==> config.mk <==
export PLATFORM = sky130hd
export DESIGN_NAME = vbi_ctrl
export DESIGN_NICKNAME = d
export VERILOG_FILES = /design/src/rtl/vbi_pkg.sv /design/src/rtl/vbi_pend_fsm.sv /design/src/rtl/vbi_status.sv /design/src/rtl/vbi_irq_merge.sv /design/src/rtl/vbi_ctrl.sv
export SDC_FILE = /design/constraint.sdc
export NUM_CORES = 1
export LEC_CHECK = 0
export BUFFER_PORTS_ARGS = -buffer_cell sky130_fd_sc_hd__clkbuf_2
export CORE_AREA = 8 8 45 47
export DETAILED_ROUTE_END_ITERATION = 10
export DIE_AREA = 0 0 53 55
export PLACE_DENSITY_LB_ADDON = 0.05
export SYNTH_ARGS = -nofsm -noshare
export SYNTH_HDL_FRONTEND = slang
export SYNTH_SLANG_ARGS = --single-unit
==> constraint.sdc <==
create_clock -name clk -period 1.43 [get_ports clk]
set_input_delay 0.286 -clock clk [delete_from_list [all_inputs] [get_ports clk]]
set_output_delay 0.286 -clock clk [all_outputs]
set_load 0.01 [all_outputs]
==> src/rtl/vbi_pkg.sv <==
package vbi_pkg;
    // Vertical blank tracker states; encodings are visible on vb_state_o
    typedef enum logic [1:0] {
        VB_ARMED    = 2'b00,
        VB_PENDING  = 2'b01,
        VB_DISARMED = 2'b10
    } vb_state_e;
endpackage

==> src/rtl/vbi_pend_fsm.sv <==
module vbi_pend_fsm
    import vbi_pkg::*;
(
    input  logic      clk,
    input  logic      rst_n,
    input  logic      vblank_i,
    input  logic      wr_i,
    input  logic      en_i,
    output vb_state_e state_o,
    output logic      pending_o,
    output logic      live_o
);
    vb_state_e state_q, state_d;
    logic      wr_off, wr_on;

    assign wr_off = wr_i & ~en_i;
    assign wr_on  = wr_i &  en_i;

    // next-state: blank start is applied first, the register write second
    always_comb begin
        state_d = state_q;
        unique case (state_q)
            VB_ARMED: begin
                if (vblank_i) state_d = wr_off ? VB_DISARMED : VB_PENDING;
            end
            VB_PENDING: begin
                if (wr_off) state_d = VB_DISARMED;
            end
            VB_DISARMED: begin
                if (wr_on) state_d = VB_ARMED;
            end
            default: state_d = VB_ARMED;
        endcase
    end

    always_ff @(posedge clk or negedge rst_n) begin
        if (!rst_n) state_q <= VB_ARMED;
        else        state_q <= state_d;
    end

    // outputs decoded from the state register only
    always_comb begin
        state_o   = state_q;
        pending_o = 1'b0;
        live_o    = 1'b1;
        unique case (state_q)
            VB_ARMED:    begin pending_o = 1'b0; live_o = 1'b1; end
            VB_PENDING:  begin pending_o = 1'b1; live_o = 1'b1; end
            VB_DISARMED: begin pending_o = 1'b0; live_o = 1'b0; end
            default:     begin pending_o = 1'b0; live_o = 1'b1; end
        endcase
    end
endmodule

==> src/rtl/vbi_status.sv <==
module vbi_status #(
    parameter int STAT_W = 8
) (
    input  logic              clk,
    input  logic              rst_n,
    input  logic [STAT_W-1:0] set_i,
    input  logic              clr_we_i,
    input  logic [STAT_W-1:0] clr_i,
    output logic [STAT_W-1:0] stat_o
);
    logic [STAT_W-1:0] stat_q;
    logic [STAT_W-1:0] clr_eff;

    assign clr_eff = clr_we_i ? clr_i : '0;

    // one flop per bit; a set in the same cycle as its clear wins
    for (genvar b = 0; b < STAT_W; b++) begin : g_bit
        always_ff @(posedge clk or negedge rst_n) begin
            if (!rst_n)          stat_q[b] <= 1'b0;
            else if (set_i[b])   stat_q[b] <= 1'b1;
            else if (clr_eff[b]) stat_q[b] <= 1'b0;
        end
    end

    assign stat_o = stat_q;
endmodule

==> src/rtl/vbi_irq_merge.sv <==
module vbi_irq_merge #(
    parameter int STAT_W = 8
) (
    input  logic              clk,
    input  logic              rst_n,
    input  logic              master_en_i,
    input  logic              vsync_block_i,
    input  logic              pending_i,
    input  logic [STAT_W-1:0] stat_i,
    input  logic [STAT_W-1:0] mask_i,
    output logic              inta_o
);
    logic eng_hit, vs_hit, inta_q;

    assign eng_hit = master_en_i & (|(stat_i & mask_i));
    assign vs_hit  = master_en_i & ~vsync_block_i & pending_i;

    always_ff @(posedge clk or negedge rst_n) begin
        if (!rst_n) inta_q <= 1'b0;
        else        inta_q <= eng_hit | vs_hit;
    end

    assign inta_o = inta_q;
endmodule

==> src/rtl/vbi_ctrl.sv <==
module vbi_ctrl #(
    parameter int STAT_W    = 8,
    parameter int CTL_W     = 8,
    parameter int VSY_BIT   = 0,
    parameter int FIFO_BIT  = 1,
    parameter int DONE_BIT  = 2,
    parameter int GFIFO_BIT = 6,
    parameter int VEN_BIT   = 4,
    parameter int VBLK_BIT  = 5,
    parameter int IEN_BIT   = 4
) (
    input  logic              clk,
    input  logic              rst_n,
    input  logic              vblank_start_i,
    input  logic              fifo_empty_i,
    input  logic              gfx_done_i,
    input  logic              gfx_fifo_empty_i,
    input  logic [CTL_W-1:0]  vctl_i,
    input  logic              vctl_wr_i,
    input  logic [CTL_W-1:0]  irq_ctl_i,
    input  logic [STAT_W-1:0] mask_i,
    input  logic              stat_wr_i,
    input  logic [STAT_W-1:0] stat_wdata_i,
    output logic              inta_o,
    output logic [STAT_W-1:0] status_o,
    output logic              vb_flag_o,
    output logic [1:0]        vb_state_o
);
    import vbi_pkg::*;

    localparam int NUM_ENG = 3;
    localparam int ENG_POS [NUM_ENG] = '{FIFO_BIT, DONE_BIT, GFIFO_BIT};

    vb_state_e         state;
    logic              pending, live;
    logic              master_en, vs_block;
    logic              vsy_set;
    logic [NUM_ENG-1:0] eng_evt;
    logic [STAT_W-1:0] set_vec;

    assign master_en = irq_ctl_i[IEN_BIT];
    assign vs_block  = vctl_i[VBLK_BIT];
    assign eng_evt   = {gfx_fifo_empty_i, gfx_done_i, fifo_empty_i};

    // vsync status: masked request, or vsync path open and tracker live
    assign vsy_set = vblank_start_i &
                     (mask_i[VSY_BIT] | (master_en & ~vs_block & live));

    always_comb begin
        set_vec          = '0;
        set_vec[VSY_BIT] = vsy_set;
        for (int i = 0; i < NUM_ENG; i++) begin
            if (eng_evt[i]) set_vec[ENG_POS[i]] = 1'b1;
        end
    end

    vbi_pend_fsm u_fsm (
        .clk       (clk),
        .rst_n     (rst_n),
        .vblank_i  (vblank_start_i),
        .wr_i      (vctl_wr_i),
        .en_i      (vctl_i[VEN_BIT]),
        .state_o   (state),
        .pending_o (pending),
        .live_o    (live)
    );

    vbi_status #(.STAT_W(STAT_W)) u_stat (
        .clk      (clk),
        .rst_n    (rst_n),
        .set_i    (set_vec),
        .clr_we_i (stat_wr_i),
        .clr_i    (stat_wdata_i),
        .stat_o   (status_o)
    );

    vbi_irq_merge #(.STAT_W(STAT_W)) u_irq (
        .clk           (clk),
        .rst_n         (rst_n),
        .master_en_i   (master_en),
        .vsync_block_i (vs_block),
        .pending_i     (pending),
        .stat_i        (status_o),
        .mask_i        (mask_i),
        .inta_o        (inta_o)
    );

    assign vb_flag_o  = pending | status_o[VSY_BIT];
    assign vb_state_o = state;
endmodule

# ---- After elaboration in Yosys (flattened, before gate mapping)
# Cells that the tools add are included.
dict set report word_totals {
  out_inout_bits 12
  elab_cells 50
  reg_bits 7
}
dict set report classes {
  muxes 19
  eq_ne 5
  n_reduce_logical 7
  n_bitwise 13
}
# op n
set op_table {}
lappend op_table {{2-to-1 mux 1 bit} 13}
lappend op_table {{AND 7 x 8 -> 8 bit} 1}
lappend op_table {{2-to-1 mux 2 bit} 4}
lappend op_table {{nonzero test 2 bit} 4}
lappend op_table {{OR reduction 8 bit} 1}
lappend op_table {{AND 1 bit} 7}
lappend op_table {{2-to-1 mux 7 bit} 1}
lappend op_table {{case mux 2 bit (3 select lines)} 1}
lappend op_table {{!= test 2 x 1 -> 1 bit, second input constant} 2}
lappend op_table {{bitwise OR 1 bit} 3}
lappend op_table {{AND reduction 3 bit} 1}
lappend op_table {{equality test 2 x 1 -> 1 bit, second input constant} 1}
lappend op_table {{equality test 2 bit, second input constant} 1}
lappend op_table {{zero test 2 bit} 1}
lappend op_table {{!= test 2 bit, second input constant} 1}
lappend op_table {{inverter 1 bit} 2}

# ---- Depth between registers and ports, before layout
# Gate-level depths: netlist of the first run.
dict set report depth {
  ltp_word 6
  ltp_mapped 3
}

# ---- Modules after synthesis
# A second synthesis of the first run with hierarchy kept.
dict set report hier_totals {
  cells_unflattened 49
  area_unflattened_um2 508.0
}
# mod n_inst cells_each area_each_um2 seq_area_each_um2
set modules_own_cells {}
lappend modules_own_cells {vbi_status 1 25 297.8 200.2}
lappend modules_own_cells {vbi_pend_fsm 1 11 103.8 50.0}
lappend modules_own_cells {vbi_irq_merge 1 8 80.1 25.0}
lappend modules_own_cells {vbi_ctrl 1 5 26.3 0.0}

# ---- Least setup slack after synthesis of the first run
# OpenSTA, ideal clock, no wires.
dict set report synth_path {
  path_kind {register to register}
  start {register u_fsm.state_q[0] (netlist: u_fsm.state_o[0])}
  end {register u_stat.stat_q[0] (netlist: u_stat.stat_o[0])}
  path_slack_ns 0.328
  n_path_buf 0
  setup_ns 0.121
  synth_period_minus_slack_ns 1.102
  arrival_ns 0.981
  stages_incl_launch_ff 4
  path_cell_list {dfrtp_1 > nand2b_1 > a31o_1 > a22o_1}
}
dict set report synth_between {
  elab_chain_cells 6
  word_cells_on_any_way 7
}
# element line
set synth_lines {}
lappend synth_lines {{start, declared} vbi_pend_fsm.sv:13} ;# vb_state_e state_q, state_d;
lappend synth_lines {{start signal, assigned} vbi_pend_fsm.sv:38} ;# else state_q <= state_d;
lappend synth_lines {{equality test 2 bit *} vbi_pend_fsm.sv:46} ;# unique case (state_q)
lappend synth_lines {{2-to-1 mux 1 bit *} vbi_pend_fsm.sv:46}
lappend synth_lines {{AND 1 bit *} vbi_ctrl.sv:47} ;# (mask_i[VSY_BIT] | (master_en & ~vs_block & live));
lappend synth_lines {{bitwise OR 1 bit *} vbi_ctrl.sv:47}
lappend synth_lines {{AND 1 bit *} vbi_ctrl.sv:46} ;# assign vsy_set = vblank_start_i &
lappend synth_lines {{2-to-1 mux 1 bit or nonzero test 2 bit (tied branches)} --}
lappend synth_lines {{end signal, assigned by index} vbi_status.sv:19} ;# if (!rst_n) stat_q[b] <= 1'b0;
lappend synth_lines {{end signal, assigned by index} vbi_status.sv:20} ;# else if (set_i[b]) stat_q[b] <= 1'b1;
lappend synth_lines {{end signal, assigned by index} vbi_status.sv:21} ;# else if (clr_eff[b]) stat_q[b] <= 1'b0;
lappend synth_lines {{end, declared} vbi_status.sv:11} ;# logic [STAT_W-1:0] stat_q;
# Every way passes the cells marked *; elsewhere a longest branch is shown, timed or not.
# A chain may end at the register's enable or synchronous reset.

# ---- Final worst setup path of the first run
dict set report layout_path {
  start {register u_fsm.state_q[1] (netlist: u_fsm.state_o[1])}
  end {output vb_flag_o}
}
dict set report layout_between {
  elab_chain_cells 3
}
# element line
set layout_lines {}
lappend layout_lines {{equality test 2 x 1 -> 1 bit} vbi_pend_fsm.sv:46}
lappend layout_lines {{2-to-1 mux 1 bit} vbi_pend_fsm.sv:46}
lappend layout_lines {{bitwise OR 1 bit} vbi_ctrl.sv:88} ;# assign vb_flag_o = pending | status_o[VSY_BIT];
lappend layout_lines {{end, declared} vbi_ctrl.sv:26} ;# output logic vb_flag_o,
# Every way passes these cells.

==> results of run 1 <==
state kept, by name, summed over array words and instances, names as in the netlist:
| signal | flops |
|---|---|
| u_stat.stat_o | 4 |
| u_irq.inta_o | 1 |
| u_fsm.state_o | 2 |
worst paths after layout:
kind	startpoint	to	slack, ps	cells after the start
min in group asynchronous	rst_n	u_irq.inta_o	410	2
hold reg to reg	u_stat.stat_o[1]	u_stat.stat_o[1]	500	1
hold / removal	gfx_done_i	u_stat.stat_o[2]	210	2
setup reg to reg	u_fsm.state_o[0]	u_stat.stat_o[0]	330	3
setup / recovery	u_fsm.state_o[1]	vb_flag_o	90	3
max in group asynchronous	rst_n	u_fsm.state_o[1]	860	2
synth_stat cells, drive strengths merged, types with 2 or more instances:
| master | number |
|---|---|
| a21o | 3 |
| a22oi | 2 |
| dfrtp | 7 |
| buf | 4 |
| nand2b | 3 |
| inv | 2 |
| nand2 | 4 |
area by class of cell:
type                       instances  area [um2]  area share, %
sequential                         7       175.2          33.98
multi-input combinational         25       146.4          28.40
tap                               16       20.02          3.883
clock buffer                       4       26.28          5.097
timing repair buffer              27       140.1          27.18
inverter                           2       7.507          1.456
kinds of logic (layout without fill, tap and decap cells):
group	after synthesis	in the layout	synth area share, %
other cells	1	4	1.078
compound gates	11	11	23.38
simple gates	10	10	14.39
flops	7	7	50.36
buf+inv	6	33	10.79
report_power, final:
group	internal, W	leakage (nW)	total, W	switching [W]
combinational	0.0000673	0.188	0.000132	0.0000646
clock	0.000107	0.0150	0.000181	0.0000741
sequential	0.000222	0.0779	0.000246	0.0000245
worst max-delay path: stages, from the launching register on:
cell and delay [ps]:
dfrtp_1 420, nand2b_1 180, nand2b_1 70, clkbuf_2 130
per-stage QoR:
step                util, %  cell area, um2
global route          37.25           515.5
floorplan                 -           359.1
finish                37.25           515.5
detailed placement    34.63           479.2
CTS                   37.25           515.5
global placement      34.63           479.2
routing by layer:
metal  global-route usage (%)  wire (um)  vias up
met3                    4.011        128        0
met5                        0          0        -
li1                         -          -      172
met4                    5.172          0        0
met2                    10.35        522       14
met1                    7.143        381      156
==> qor.txt, run 1 <==
clk buf depth: 2
minimum clock period: 1340 ps
detailed-route DRC error count: 0
I/O Pins: 52
critical path class: register to output pin
DR pass1 iterations: 4
outcome: complete, no violations
Mean Syn Cell Area: 9.938 um2
overall fraction of global-route tracks in use: 6.938%
CTS clk-pin slew, worst paths: 50 ps
Post-Synthesis Cells: 35
H-tree level count: 1
Clock Skew: 0.8898 ps
share of cells above drive strength 1: 44.62%
Post-synth ARST share: 100.0%
global-route wire length before repair: 1462 um
Final period util: 93.74%
Die Y: 55 um
placed cells: 76
die width: 53 um
root buffer cell: clkbuf_4
input/output buffers: 26
DP Worst Slack: 330.2 ps
sequential area share after synthesis: 50.36%
Post-Syn Area: 347.8 um2
Hold Buf Count CTS: 1
Core Area: 1384 um2
element type at the critical path end: output pin
Max Slew Vio Count: 0
crit-path max FO: 6
num rows: 14
Final WS setup: 89.57 ps
Final #Nets: 106
total gr overflow: 0
f_max: 746.0 MHz
GPL Wtd Cong: 0.7094
Area Overhead vs Synth: 48.20%
Fill cells: 153
DR vias/cell: 4.222
ys flop type: dfrtp_1
Power Total: 0.0005589 W
final WL: 1032 um
CTS tree: done
crit path launch type: register
RSZ-0062 raised after global routing: no
Sink Count: 7
YS warnings: 0
vias in the first global route: 358
Final setup viols: 0
Distinct cells, synth: 17
commonest non-fill, non-tap cells in the layout: clkbuf_2 (26), dfrtp_1 (7), nand2_1 (4), conb_1 (4)
Worst IR Drop VDD: 457.6 uV
post-DP HPWL: 887 um
Hold Path Class: input pin to register
die area: 2915 um2
Yosys top cell by area: dfrtp_1
largest net degree at the start of global routing: 8
final hold viol count: 0
commonest non-fill, non-tap cell in the layout: clkbuf_2
latest clock arrival within the worst-skew pair: 250 ps
CTS Buf Count: 3
Static Leakage: 0.2807 nW
total negative slack: 0 ps
synthesis-stage register bit count: 7
total of max-cap violations: 0
initial drt markers: 10
final cell count without fillers: 81
CP Data Arrival Time: 1050 ps
WP data required: 1140 ps
Antenna diodes: 0
DRT antenna net count: 0
initial antenna violation count: 0
top cells by area, synth: dfrtp_1 (50%), buf_4 (8.6%), a21o_1 (6.5%)
post-cts resize count: 0
hold slack: 213.4 ps
Wirelength per Cell: 12.74 um
total number of vias: 342
Synth top area share: 50.36%
Setup Fix Bufs, Post-CTS: 0
Initial Utilization: 25.14%
number of synthesized flops with an enable pin: 0
Power Density: 1084 nW/um2
No activity file was read; power rests on OpenSTA's default activity.
==> run 2: changes to the inputs <==
--- a/config.mk
+++ b/config.mk
@@ -9,7 +9,8 @@
 export CORE_AREA = 8 8 45 47
 export DETAILED_ROUTE_END_ITERATION = 10
 export DIE_AREA = 0 0 53 55
-export PLACE_DENSITY_LB_ADDON = 0.05
+export GPL_TIMING_DRIVEN = 0
+export PLACE_DENSITY = 0.83
 export SYNTH_ARGS = -nofsm -noshare
 export SYNTH_HDL_FRONTEND = slang
 export SYNTH_SLANG_ARGS = --single-unit
==> run 2 against run 1 <==
Net effect: final area is 5.8% higher; clock power barely moved; sequential cell count stayed put; critical path depth stayed put; fmax decreased by 1.3%; sequential power barely moved; first-iteration DRC count down 80%; critical path type unchanged; largest power group unchanged; highest routed layer unchanged.
==> qor.txt, run 2 (synthesized netlist as in run 1, its figures left out) <==
commonest non-fill, non-tap cells in the layout: clkbuf_2 (26), dfrtp_1 (7), nand2_1 (4), buf_4 (4), conb_1 (4)
final WL: 944 um (-8.5%)
WP data required: 1140 ps (about the same)
Hold Path Depth: 2 (unchanged)
DR vias/cell: 4.224 (about the same)
critical path class: register to output pin
CP Data Arrival Time: 1070 ps (+20 ps)
post-cts resize count: 0 (unchanged)
element type at the critical path end: output pin
Final period util: 95.01% (+1.3 points)
Worst IR Drop VDD: 356.1 uV (-22%)
largest net degree at the start of global routing: 8 (unchanged)
f_max: 736.0 MHz (-1.3%)
FF-to-FF path depth: 3 (unchanged)
Power Density: 1038 nW/um2 (-4.3%)
total negative slack: 0 ps (unchanged)
Slowest Stage Delay on Critical Path: 430 ps (about the same)
crit path launch type: register
Max Slew Vio Count: 0 (unchanged)
I/O Pins: 52 (unchanged)
GPL Wtd Cong: 0.6152 (-13%)
outcome: complete, no violations
total number of vias: 359 (+5.0%)
hold slack: 218.0 ps (+4.621 ps)
commonest non-fill, non-tap cell in the layout: clkbuf_2
vias in the first global route: 376 (+5.0%)
Final setup viols: 0 (unchanged)
Initial Utilization: 25.14% (unchanged)
die area: 2915 um2 (unchanged)
Setup Fix Bufs, Post-CTS: 0 (unchanged)
global-route wire length before repair: 1421 um (-2.8%)
CTS tree: done
Clock Skew: 5.311 ps (+4.421 ps)
final hold viol count: 0 (unchanged)
share of cells above drive strength 1: 47.83% (+3.2 points)
clk buf depth: 2 (unchanged)
Cell Chain, Critical Path: nand2b_1 -> nand2b_1 -> clkbuf_2
DR pass1 iterations: 4 (unchanged)
CP dominant cell by count: nand2b_1
detailed-route DRC error count: 0 (unchanged)
Final #Nets: 110 (+3.8%)
Hold Path Class: input pin to register
num rows: 14 (unchanged)
RSZ-0062 raised after global routing: no
minimum clock period: 1359 ps (+18.18 ps)
total of max-cap violations: 0 (unchanged)
CTS Buf Count: 3 (unchanged)
input/output buffers: 26 (unchanged)
initial antenna violation count: 0 (unchanged)
Core Area: 1384 um2 (unchanged)
root buffer cell: clkbuf_4
die width: 53 um (unchanged)
Static Leakage: 0.3026 nW (+7.8%)
crit-path max FO: 6 (unchanged)
max reg flops: 4 (unchanged)
Die Y: 55 um (unchanged)
total gr overflow: 0 (unchanged)
overall fraction of global-route tracks in use: 6.528% (-0.41 points)
latest clock arrival within the worst-skew pair: 250 ps (about the same)
initial drt markers: 2 (-8)
Wirelength per Cell: 11.11 um (-13%)
H-tree level count: 1 (unchanged)
Sink Count: 7 (unchanged)
post-DP HPWL: 839.3 um (-5.4%)
Critical-path top delay cell: dfrtp_1
Area Overhead vs Synth: 56.83%
CTS clk-pin slew, worst paths: 60 ps (about the same)
DRT antenna net count: 0 (unchanged)
Antenna diodes: 0 (unchanged)
## run 2: changes by cell type in the layout (fill, tap and decap cells not counted), sizes merged
cell and change:
buf +4
## run 2: layout make-up
cell class	instances	area, um2
flip-flops and latches	7	175.2
plain buffers	4	30.03
clock buffers	4	26.28
inverters	2	7.507
repair buffers	27	140.1
multi-input cells	25	146.4
fillers	154	838.3
well taps	16	20.02
## run 2: path summary, 6_finish.rpt
kind | startpoint | to | slack (ps)
setup / recovery | u_fsm.state_o[1] | vb_flag_o | 70
hold / removal | fifo_empty_i | u_stat.stat_o[1] | 220
setup reg to reg | u_fsm.state_o[0] | u_stat.stat_o[0] | 320
hold reg to reg | u_stat.stat_o[1] | u_stat.stat_o[1] | 500
max in group asynchronous | rst_n | u_stat.stat_o[2] | 860
min in group asynchronous | rst_n | u_stat.stat_o[0] | 400
## run 2: critical path: cells and delay by family, from the launching register on
| family | cells | cell delay [ps] |
|---|---|---|
| buffers and inverters | 1 | 130 |
| DFF | 1 | 430 |
| and+or+nand+nor | 2 | 260 |
## run 2: timing repair
| action | in CTS | in global routing |
|---|---|---|
| endpoints found under the setup margin | 0 | 0 |
| hold endpoints to repair | 7 | 0 |
| hold buffers | 1 | 0 |
## run 2: metal layers
metal	vias to the layer above	global-route usage, %	share of wire [%]
li1	180	-	-
met1	165	6.298	31
met2	14	10.55	54
met3	0	4.011	14
met4	0	3.879	0
met5	-	0	0
## run 2: report_power, final
group	switching, W	leakage, nW	total, W	internal [W]
sequential	0.0000244	0.0779	0.000246	0.000222
clock	0.0000743	0.0150	0.000181	0.000107
combinational	0.0000650	0.210	0.000139	0.0000743
total	0.000164	0.303	0.000566	0.000403
## run 2: metrics by stage
step	power [W]	instance area, um2	setup slack [ps]	util, %	instances
4_1_cts	0.0005748	545.5	61.94	39.42	85
2_1_floorplan	0.0003171	359.1	328.0	-	38
5_1_grt	0.0006008	545.5	4.522	39.42	85
6_report	0.0005662	545.5	71.39	39.42	85
3_5_place_dp	0.0003884	509.2	331.9	36.80	80
3_3_place_gp	0.0003833	509.2	348.0	36.80	80
